`src/rtl/dsp_link_pkg.sv`:
```
`timescale 1ns/1ps
package dsp_link_pkg;
  localparam int WORD_W = 32;
  localparam int ADDR_W = 4;
  localparam int CNT_W  = 8;
  localparam int IDX_W  = 4;
  localparam int SEL_W  = 2;
  localparam int HDR_W  = 2 * ADDR_W + CNT_W + IDX_W;
  localparam int PAD_W  = WORD_W - HDR_W - 2;

  typedef enum logic [1:0] {
    RS_OK      = 2'b01,
    RS_WAIT    = 2'b10,
    RS_LIMITED = 2'b11
  } reply_status_e;

  typedef struct packed {
    logic [ADDR_W-1:0] src;
    logic [ADDR_W-1:0] tgt;
    logic [CNT_W-1:0]  count;
    logic [IDX_W-1:0]  index;
  } hdr_t;

  typedef enum logic [1:0] {
    LS_IDLE = 2'b00,
    LS_REQ  = 2'b01,
    LS_FWD  = 2'b10
  } link_state_e;
endpackage

```
`src/rtl/dsp_link_bitclk.sv`:
```
`timescale 1ns/1ps
module dsp_link_bitclk #(
  parameter int CLK_DIV = 4
) (
  input  logic clk,
  input  logic rst_n,
  output logic strobe,
  output logic bclk
);
  localparam int CW   = (CLK_DIV > 2) ? $clog2(CLK_DIV) : 1;
  localparam int HALF = CLK_DIV / 2;

  logic [CW-1:0] cnt_q, cnt_d;

  always_comb begin
    if (cnt_q == CW'(CLK_DIV - 1)) cnt_d = '0;
    else                           cnt_d = cnt_q + CW'(1);
  end

  always_ff @(posedge clk or negedge rst_n) begin
    if (!rst_n) cnt_q <= '0;
    else        cnt_q <= cnt_d;
  end

  assign strobe = (cnt_q == CW'(CLK_DIV - 1));
  assign bclk   = (cnt_q >= CW'(HALF));
endmodule

```
`src/rtl/dsp_link_rx.sv`:
```
`timescale 1ns/1ps
module dsp_link_rx
  import dsp_link_pkg::*;
(
  input  logic              clk,
  input  logic              rst_n,
  input  logic              strobe,
  input  logic              fs,
  input  logic              d,
  output logic              word_vld,
  output logic [WORD_W-1:0] word
);
  localparam int BW = $clog2(WORD_W);

  logic              busy_q, busy_d;
  logic [BW-1:0]     bit_q, bit_d;
  logic [WORD_W-1:0] sh_q, sh_d;
  logic              vld_q, vld_d;

  always_comb begin
    busy_d = busy_q;
    bit_d  = bit_q;
    sh_d   = sh_q;
    vld_d  = 1'b0;
    if (strobe) begin
      if (busy_q) begin
        sh_d  = {sh_q[WORD_W-2:0], d};
        bit_d = bit_q + BW'(1);
        if (bit_q == BW'(WORD_W - 1)) begin
          busy_d = 1'b0;
          vld_d  = 1'b1;
        end
      end else if (fs) begin
        busy_d = 1'b1;
        bit_d  = '0;
      end
    end
  end

  always_ff @(posedge clk or negedge rst_n) begin
    if (!rst_n) begin
      busy_q <= 1'b0;
      bit_q  <= '0;
      sh_q   <= '0;
      vld_q  <= 1'b0;
    end else begin
      busy_q <= busy_d;
      bit_q  <= bit_d;
      vld_q  <= vld_d;
      if (strobe) sh_q <= sh_d;
    end
  end

  assign word_vld = vld_q;
  assign word     = sh_q;

  p_word_pulse_r2: assert property (@(posedge clk) disable iff (!rst_n)
    vld_q |=> !vld_q);
endmodule

```
`src/rtl/dsp_link_tx.sv`:
```
`timescale 1ns/1ps
module dsp_link_tx
  import dsp_link_pkg::*;
(
  input  logic              clk,
  input  logic              rst_n,
  input  logic              strobe,
  input  logic              start,
  input  logic [WORD_W-1:0] word,
  output logic              fs,
  output logic              d
);
  localparam int BW = $clog2(WORD_W) + 1;

  logic              pend_q, pend_d;
  logic              shift_q, shift_d;
  logic [BW-1:0]     bit_q, bit_d;
  logic [WORD_W-1:0] sh_q, sh_d;
  logic              fs_q, fs_d;
  logic              d_q, d_d;

  always_comb begin
    pend_d  = pend_q;
    shift_d = shift_q;
    bit_d   = bit_q;
    sh_d    = sh_q;
    fs_d    = fs_q;
    d_d     = d_q;
    if (start && !pend_q && !shift_q) begin
      pend_d = 1'b1;
      sh_d   = word;
    end
    if (strobe) begin
      if (pend_q) begin
        pend_d  = 1'b0;
        shift_d = 1'b1;
        bit_d   = '0;
        fs_d    = 1'b1;
        d_d     = 1'b0;
      end else if (shift_q) begin
        fs_d = 1'b0;
        if (bit_q == BW'(WORD_W)) begin
          d_d     = 1'b0;
          shift_d = 1'b0;
        end else begin
          d_d   = sh_q[WORD_W-1];
          sh_d  = {sh_q[WORD_W-2:0], 1'b0};
          bit_d = bit_q + BW'(1);
        end
      end
    end
  end

  always_ff @(posedge clk or negedge rst_n) begin
    if (!rst_n) begin
      pend_q  <= 1'b0;
      shift_q <= 1'b0;
      bit_q   <= '0;
      sh_q    <= '0;
      fs_q    <= 1'b0;
      d_q     <= 1'b0;
    end else begin
      pend_q  <= pend_d;
      shift_q <= shift_d;
      bit_q   <= bit_d;
      sh_q    <= sh_d;
      fs_q    <= fs_d;
      d_q     <= d_d;
    end
  end

  assign fs = fs_q;
  assign d  = d_q;

  p_fs_one_slot_r5: assert property (@(posedge clk) disable iff (!rst_n)
    (fs_q && strobe) |=> !fs_q);
endmodule

```
`src/rtl/dsp_link_port.sv`:
```
`timescale 1ns/1ps
module dsp_link_port
  import dsp_link_pkg::*;
#(
  parameter int CLK_DIV = 4
) (
  input  logic              clk,
  input  logic              rst_n,
  output logic              rx_bclk,
  input  logic              rx_fs,
  input  logic              rx_d,
  output logic              tx_bclk,
  output logic              tx_fs,
  output logic              tx_d,
  output logic              req_valid,
  output logic [ADDR_W-1:0] req_src,
  output logic [ADDR_W-1:0] req_tgt,
  output logic [CNT_W-1:0]  req_count,
  output logic [IDX_W-1:0]  req_index,
  input  logic              rsp_valid,
  input  logic              rsp_full,
  input  logic [CNT_W-1:0]  rsp_count,
  input  logic [SEL_W-1:0]  rsp_fifo,
  output logic              fifo_wr,
  output logic [SEL_W-1:0]  fifo_sel,
  output logic [ADDR_W-1:0] fifo_tag,
  output logic [WORD_W-1:0] fifo_data
);
  // reset: asserted asynchronously, released on a clock edge
  logic [1:0] rs_q;
  logic       srst_n;
  always_ff @(posedge clk or negedge rst_n) begin
    if (!rst_n) rs_q <= 2'b00;
    else        rs_q <= {rs_q[0], 1'b1};
  end
  assign srst_n = rs_q[1];

  logic              strobe, bclk;
  logic              rx_vld;
  logic [WORD_W-1:0] rx_word;
  logic              tx_start_q, tx_start_d;
  logic [WORD_W-1:0] tx_word_q, tx_word_d;

  dsp_link_bitclk #(.CLK_DIV(CLK_DIV)) u_bitclk (
    .clk(clk), .rst_n(srst_n), .strobe(strobe), .bclk(bclk));

  dsp_link_rx u_rx (
    .clk(clk), .rst_n(srst_n), .strobe(strobe), .fs(rx_fs), .d(rx_d),
    .word_vld(rx_vld), .word(rx_word));

  dsp_link_tx u_tx (
    .clk(clk), .rst_n(srst_n), .strobe(strobe), .start(tx_start_q),
    .word(tx_word_q), .fs(tx_fs), .d(tx_d));

  assign rx_bclk = bclk;
  assign tx_bclk = bclk;

  link_state_e       state_q, state_d;
  hdr_t              hdr_q;
  logic              hdr_ld;
  logic [SEL_W-1:0]  sel_q;
  logic              cnt_ld, fwd_dec, drop_dec;
  logic [CNT_W-1:0]  fwd_left_q, drop_left_q;
  logic              wr_q, wr_d;
  logic [WORD_W-1:0] data_q;
  reply_status_e     status;
  logic [CNT_W-1:0]  grant;
  logic              last_word;

  // allocator decision to reply status and granted count
  always_comb begin
    if (rsp_full || rsp_count == '0) begin
      status = RS_WAIT;
      grant  = '0;
    end else if (rsp_count < hdr_q.count) begin
      status = RS_LIMITED;
      grant  = rsp_count;
    end else begin
      status = RS_OK;
      grant  = hdr_q.count;
    end
  end

  assign tx_word_d = {hdr_q.src, hdr_q.tgt, grant, hdr_q.index, {PAD_W{1'b0}}, status};
  assign last_word = (fwd_left_q == CNT_W'(1) && drop_left_q == '0) ||
                     (fwd_left_q == '0 && drop_left_q == CNT_W'(1));

  always_comb begin
    state_d    = state_q;
    hdr_ld     = 1'b0;
    cnt_ld     = 1'b0;
    fwd_dec    = 1'b0;
    drop_dec   = 1'b0;
    wr_d       = 1'b0;
    tx_start_d = 1'b0;
    unique case (state_q)
      LS_IDLE: if (rx_vld) begin
        hdr_ld  = 1'b1;
        state_d = LS_REQ;
      end
      LS_REQ: if (rsp_valid) begin
        tx_start_d = 1'b1;
        if (status == RS_WAIT || grant == '0) begin
          state_d = LS_IDLE;
        end else begin
          cnt_ld  = 1'b1;
          state_d = LS_FWD;
        end
      end
      LS_FWD: if (rx_vld) begin
        if (fwd_left_q != '0) begin
          wr_d    = 1'b1;
          fwd_dec = 1'b1;
        end else begin
          drop_dec = 1'b1;
        end
        if (last_word) state_d = LS_IDLE;
      end
      default: state_d = LS_IDLE;
    endcase
  end

  always_ff @(posedge clk or negedge srst_n) begin
    if (!srst_n) begin
      state_q     <= LS_IDLE;
      hdr_q       <= '0;
      sel_q       <= '0;
      fwd_left_q  <= '0;
      drop_left_q <= '0;
      wr_q        <= 1'b0;
      data_q      <= '0;
      tx_start_q  <= 1'b0;
      tx_word_q   <= '0;
    end else begin
      state_q    <= state_d;
      wr_q       <= wr_d;
      tx_start_q <= tx_start_d;
      if (hdr_ld)     hdr_q     <= rx_word[WORD_W-1 -: HDR_W];
      if (tx_start_d) tx_word_q <= tx_word_d;
      if (wr_d)       data_q    <= rx_word;
      if (cnt_ld) begin
        sel_q       <= rsp_fifo;
        fwd_left_q  <= grant;
        drop_left_q <= hdr_q.count - grant;
      end else begin
        if (fwd_dec)  fwd_left_q  <= fwd_left_q - CNT_W'(1);
        if (drop_dec) drop_left_q <= drop_left_q - CNT_W'(1);
      end
    end
  end

  assign req_valid = (state_q == LS_REQ);
  assign req_src   = hdr_q.src;
  assign req_tgt   = hdr_q.tgt;
  assign req_count = hdr_q.count;
  assign req_index = hdr_q.index;
  assign fifo_wr   = wr_q;
  assign fifo_sel  = sel_q;
  assign fifo_tag  = hdr_q.tgt;
  assign fifo_data = data_q;

  p_req_hold_r4: assert property (@(posedge clk) disable iff (!srst_n)
    (req_valid && !rsp_valid) |=> (req_valid &&
      $stable({req_src, req_tgt, req_count, req_index})));

  p_idle_no_write_r9: assert property (@(posedge clk) disable iff (!srst_n)
    (state_q == LS_IDLE && $past(state_q == LS_IDLE)) |-> !wr_q);

  p_reply_once_r5: assert property (@(posedge clk) disable iff (!srst_n)
    tx_start_q |=> !tx_start_q);

  p_write_in_budget_r7: assert property (@(posedge clk) disable iff (!srst_n)
    wr_d |-> (fwd_left_q != '0));
endmodule

```
`config.mk`:
```
export PLATFORM = sky130hd
export DESIGN_NAME = dsp_link_port
export DESIGN_NICKNAME = d
export VERILOG_FILES = /design/src/rtl/dsp_link_pkg.sv /design/src/rtl/dsp_link_bitclk.sv /design/src/rtl/dsp_link_rx.sv /design/src/rtl/dsp_link_tx.sv /design/src/rtl/dsp_link_port.sv
export SDC_FILE = /design/constraint.sdc
export NUM_CORES = 1
export LEC_CHECK = 0
export BUFFER_PORTS_ARGS = -buffer_cell sky130_fd_sc_hd__buf_2
export CAP_MARGIN = 20
export CORE_MARGIN = 2
export CORE_UTILIZATION = 53
export CTS_CLUSTER_SIZE = 14
export DETAILED_ROUTE_END_ITERATION = 8
export PLACE_DENSITY = 0.76
export SYNTH_ARGS = -nofsm -noshare
export SYNTH_HDL_FRONTEND = slang
export SYNTH_SLANG_ARGS = --single-unit
```
`constraint.sdc`:
```
create_clock -name clk -period 4.94 [get_ports clk]
set_input_delay 0.247 -clock clk [delete_from_list [all_inputs] [get_ports clk]]
set_output_delay 0.247 -clock clk [all_outputs]
set_load 0.02 [all_outputs]
```
[Word-level counts from Yosys, hierarchy flattened]
Cells that the tools add are included.
Storage, ports and cells
  bits in registers: 181
  latch bits: 0
  bits in writable memories: 0
  bits in read-only memories: 0
  bits of input ports: 16
  output and inout bits: 64
  logic and storage cells: 124
  memories kept: 0
Operators by class
  $add $sub $neg: 6
  $mul: 0
  div/mod/pow operators: 0
  order comparisons: 2
  eq/ne operators: 13
  shift-type cells: 0
  mux-type cells: 55
  bitwise logic cells: 0
  reduce and logical (&&, ||, !) cells: 24
Operators with widths (number)
  two-way mux 32 bit: 5
  two-way mux 8 bit: 6
  logical NOT 8 bit: 4
  two-way mux 1 bit: 30
  two-way mux 6 bit: 3
  == test 8 x 1 -> 1 bit, second input constant: 2
  two-way mux 2 bit: 8
  subtractor 8 x 1 -> 8 bit, second input constant: 2
  two-way mux 5 bit: 2
  less-than comparator 8 bit: 1
  inequality test 2 x 1 -> 1 bit, second input constant: 4
  nonzero test 2 bit: 4
  nonzero test 8 bit: 1
  subtractor 8 bit: 1
  adder 6 x 1 -> 6 bit, second input constant: 1
  == test 2 bit, second input constant: 3
  == test 6 bit, second input constant: 1
  case mux 2 bit (3 select lines): 1
  AND reduction 2 bit: 3
  adder 5 x 1 -> 5 bit, second input constant: 1
  == test 5 bit, second input constant: 1
  logical AND 1 bit: 4
  AND reduction 4 bit: 1
  logical OR 1 bit: 3
  7 further kinds: 8

[Logic depth before layout (Yosys ltp)]
  depth in word-level cells: 9
  mapped depth: 17

[By module]
Synthesis repeated with hierarchy kept, for this count alone.
Second synthesis, totals
  cells, all modules: 729
  area, all modules: 8583.2 um2
By module, submodules not included
  dsp_link_port: times used 1, cells an instance 466, area each 4690.7 um2, seq. area each 2452.4 um2
  dsp_link_tx: times used 1, cells an instance 161, area each 2175.8 um2, seq. area each 1051.0 um2
  dsp_link_rx: times used 1, cells an instance 94, area each 1624.1 um2, seq. area each 975.9 um2
  dsp_link_bitclk: times used 1, cells an instance 8, area each 92.6 um2, seq. area each 50.0 um2

[Worst setup path before layout]
OpenSTA, ideal clock, no wires.
  path kind: register -> register
  start point: reg hdr_q, in the netlist req_count[2]
  end point: reg drop_left_q[6]
  arrival: 3.313 ns
  data required time: 4.803 ns
  path slack: 1.490 ns
  cell stages (with the launch flop): 16
  cell sequence: dfrtp_1 -> inv_1 -> ha_1 -> a211oi_1 -> o21ai_0 -> a21oi_1 -> buf_2 -> mux2i_1 -> or2_2 -> fa_1 -> a21o_1 -> a21oi_1 -> o21bai_1 -> a21oi_1 -> xor2_1 -> a21oi_1
Between the ends
  cells in the longest elaborated chain, start to end: 9
  elaborated cells on any way between the ends: 14
  those cells by class: add/sub: 1; order compare: 1; eq/ne: 1; mux: 8; reduce/logical: 3
RTL lines
  from (decl): RTL line dsp_link_port.sv:59  | hdr_t hdr_q;
  from (signal assigned): RTL line dsp_link_port.sv:138  | if (hdr_ld) hdr_q <= rx_word[WORD_W-1 -: HDR_W];
  less-than comparator 8 bit: RTL line dsp_link_port.sv:75  | end else if (rsp_count < hdr_q.count) begin
  two-way mux 8 bit / two-way mux 2 bit (equally long branches): RTL line dsp_link_port.sv:75
  two-way mux 8 bit / two-way mux 2 bit (equally long branches): RTL line dsp_link_port.sv:72  | if (rsp_full || rsp_count == '0) begin
  logical NOT 8 bit / == test 2 bit (equally long branches): RTL line dsp_link_port.sv:103  | if (status == RS_WAIT || grant == '0) begin
  logical OR 1 bit: RTL line dsp_link_port.sv:103
  two-way mux 1 bit: RTL line dsp_link_port.sv:103
  two-way mux 1 bit: RTL line dsp_link_port.sv:101  | LS_REQ: if (rsp_valid) begin
  two-way mux 1 bit: RTL line dsp_link_port.sv:96  | unique case (state_q)
  two-way mux 8 bit / nonzero test 2 bit (equally long branches)
  to (signal assigned): RTL line dsp_link_port.sv:144  | drop_left_q <= hdr_q.count - grant;
  to (signal assigned): RTL line dsp_link_port.sv:147  | if (drop_dec) drop_left_q <= drop_left_q - CNT_W'(1);
  to (decl): RTL line dsp_link_port.sv:63  | logic [CNT_W-1:0] fwd_left_q, drop_left_q;
Several ways; a longest one is shown, not always the timed one.
A chain may end at the register's enable or synchronous reset.

[Final worst setup path]
Same ends and word-level chain as after synthesis.

==> impl_metrics.ini <==
[synthesis]
synth.avg_cell_area_um2 = 10.4
ys_warn_count = 0
syn_area_um2 = 8060
ys_top_cells_by_area = dfrtp_1 56%, nand2_1 9.6%, mux2_2 8.0%
synth_top_area_share = 0.562
synth_cell_type_count = 51
yosysMostFrequentCell = nand2_1
ys_seq_area_frac = 0.562
async_flop_share = 1.00
ys_ff_latch = 181
yosysTopAreaCell = dfrtp_1
ys.flop_type = dfrtp_1
ys_top_cells_by_count = 207 x nand2_1, 181 x dfrtp_1, 57 x mux2_2
syn_inst = 776
synth_nets = 819
synth_edf_count = 0

[global_route]
grt_pass1_vias = 5419
grt_use_met1 = 0.300
track_usage = 0.210
grt_max_degree = 58
grt_pass1_wl_mm = 27.1
grt.busiest_layer = met2
grt_use_met3 = 0.0486
use_met2 = 0.314
antenna_found_initial = 0
grt_overflow_total = 0

[placement]
hpwl_mm = 10.8
dp_slack_ns = 1.52
portBuffers = 79
dpl_cell_area_um2 = 8610
gp_congestion = 0.916

[power]
vdd_drop_max_mv = 0.338
power_density_nw_per_um2 = 360
p_leak_nw = 4.79

[floorplan]
ios = 80
rows = 45
core_area_um2 = 15000
initial_core_util = 0.536
die-area_um2 = 16200
die_w_um = 127
dieHeight_um = 127

[final_layout]
diodes = 0
n_fill_cell = 1211
nNetsFinal = 891
final_area_um2 = 9170
area_growth_pct = 13.8
layout-drive-gt1-share = 0.222

[setup_path]
cp-start-kind = register
ff2ff_path_depth = 15
critPathLaunch = req_count[2]
critical_path_peak_fanout = 12
r2r_start = req_count[2]
required_ns = 5.22
cp.arrival_ns = 3.75
path_class = reg -> reg
crit_end = drop_left_q[6]
reg2reg_to = drop_left_q[6]
reg2reg_slack_ns = 1.46
endpoint_kind = register

[flow_run]
cap_violations = 0

[timing]
drv_slew = 0
period_minus_slack_ns = 3.48
post-route-period-util = 0.704
relSlewSlack = 0.436
clock.fmax_mhz = 288
hold_violations = 0
skew_ns = 0.00817
setup_viol = 0
hold_slack_ns = 0.0159
setup_tns_ns = 0
rsz0062_at_grt = false
fin_ws_ns = 1.46
tightest_slew_ns = 0.846

[clock_network]
clk_pin_slew_ns = 0.07
tritoncts = done
h-tree-depth = 4
insertion_delay_ns = 0.42
cts_root_buf = clkbuf_16
cts_buffer_depth = 2
ctsResizeCount = 0
cts_buffers = 17
clock-sinks = 181

[routing]
avgViaCountPerCell = 5.40
vias = 5662
drcViolationCount = 0
firstDrtPassIters = 4
wl_per_cell_um = 15.5
drt_iter0_drc = 301
antenna_left = 0
routed_wl_mm = 16.2

[status]
status = finished clean

[min_path]
hp-class = in -> reg
min-delay-start = rsp_fifo[0]
critical path: stages, from the launching register on:
cell      delay [ns]
dfrtp_1         0.41
inv_1           0.07
ha_1            0.31
a211oi_1        0.22
o21ai_0         0.15
a21oi_1         0.15
buf_4           0.23
mux2i_1         0.11
or2_2           0.31
fa_1            0.43
a21o_1          0.17
a21oi_1         0.23
o21bai_1        0.10
a21oi_1         0.21
xor2_1          0.16
a21oi_1         0.08
cells in the final DEF, fill, tap and decap left out, types with 4 or more instances in the layout:
master,count
nor2_1,38
or3_1,7
clkinv_2,5
buf_2,79
buf_4,12
or2_2,8
xnor2_1,9
a21oi_1,7
ha_1,26
xor2_1,6
a22o_1,5
nand4_1,4
nand3_1,16
mux2_2,57
clkinv_4,4
nor3_1,9
and3_1,4
mux2i_1,10
o21ai_0,36
inv_1,25
a31oi_1,23
a21o_1,9
clkbuf_16,17
dfrtp_1,180
nor4_1,6
nand2_1,207
how the worst min path moves through the flow:
stage,endpoint,slack (ns),depth (start not counted)
after floorplan,rs_q[0],-0.05,0
after detailed placement,rs_q[0],0.03,1
after global placement,rs_q[0],0.03,1
after CTS,fifo_sel[0],0.0004,3
final,fifo_sel[0],0.02,3
after global routing,fifo_sel[0],0.02,3
stage by stage:
step	total power, mW	instances	utilization
2_1_floorplan	1.97	776	-
3_3_place_gp	2.08	1014	0.573
3_5_place_dp	2.09	1014	0.573
4_1_cts	3.33	1047	0.609
5_1_grt	3.45	1048	0.610
6_report	3.30	1048	0.610
what timing repair did:
item                      CTS  global route
setup buffers               0             0
hold buffers                2             0
hold endpoints to repair    3             0
registers in the layout, indices dropped and copies added (netlist names), 2 cells and up:
name,flops
tx_word_q,22
state_q,2
req_index,4
req_count,8
rs_q,2
u_tx.bit_q,6
fwd_left_q,8
fifo_data,32
u_bitclk.cnt_q,2
drop_left_q,8
u_rx.word,32
u_tx.sh_q,32
req_src,4
fifo_tag,4
u_rx.bit_q,5
fifo_sel,2
cell type report:
class	count	area, um^2	share of cell area
flip-flops and latches	181	4530	0.494
clock inverters	13	105	0.0115
well taps	188	235	0.0257
repair buffers	93	505	0.0551
clock buffers	18	429	0.0468
multi-input cells	529	3260	0.356
inverters	26	97.6	0.0106
per-layer routing:
metal,vias to the layer above,part of all wire
met1,2754,0.47
met2,112,0.46
met4,0,0.025
met5,-,0
li1,2766,-
met3,30,0.041
report_power, final:
part / switching [mW] / internal (mW) / leakage, nW
logic: 0.229 / 0.151 / 2.26
registers: 0.0959 / 1.59 / 2.26
clock network: 0.582 / 0.649 / 0.269
kinds of logic (layout without fill, tap and decap cells):
family          Yosys count  after routing  share of synthesized area
mux                      67             67                     0.0921
flops                   181            181                      0.562
buf+inv                  66            150                     0.0337
other cells               1              1                   0.000465
simple gates            313            313                      0.167
fa+ha+maj                27             27                     0.0429
compound gates          106            106                     0.0860
xor+xnor                 15             15                     0.0163
Note: power is estimated with default switching activity, not from simulation.
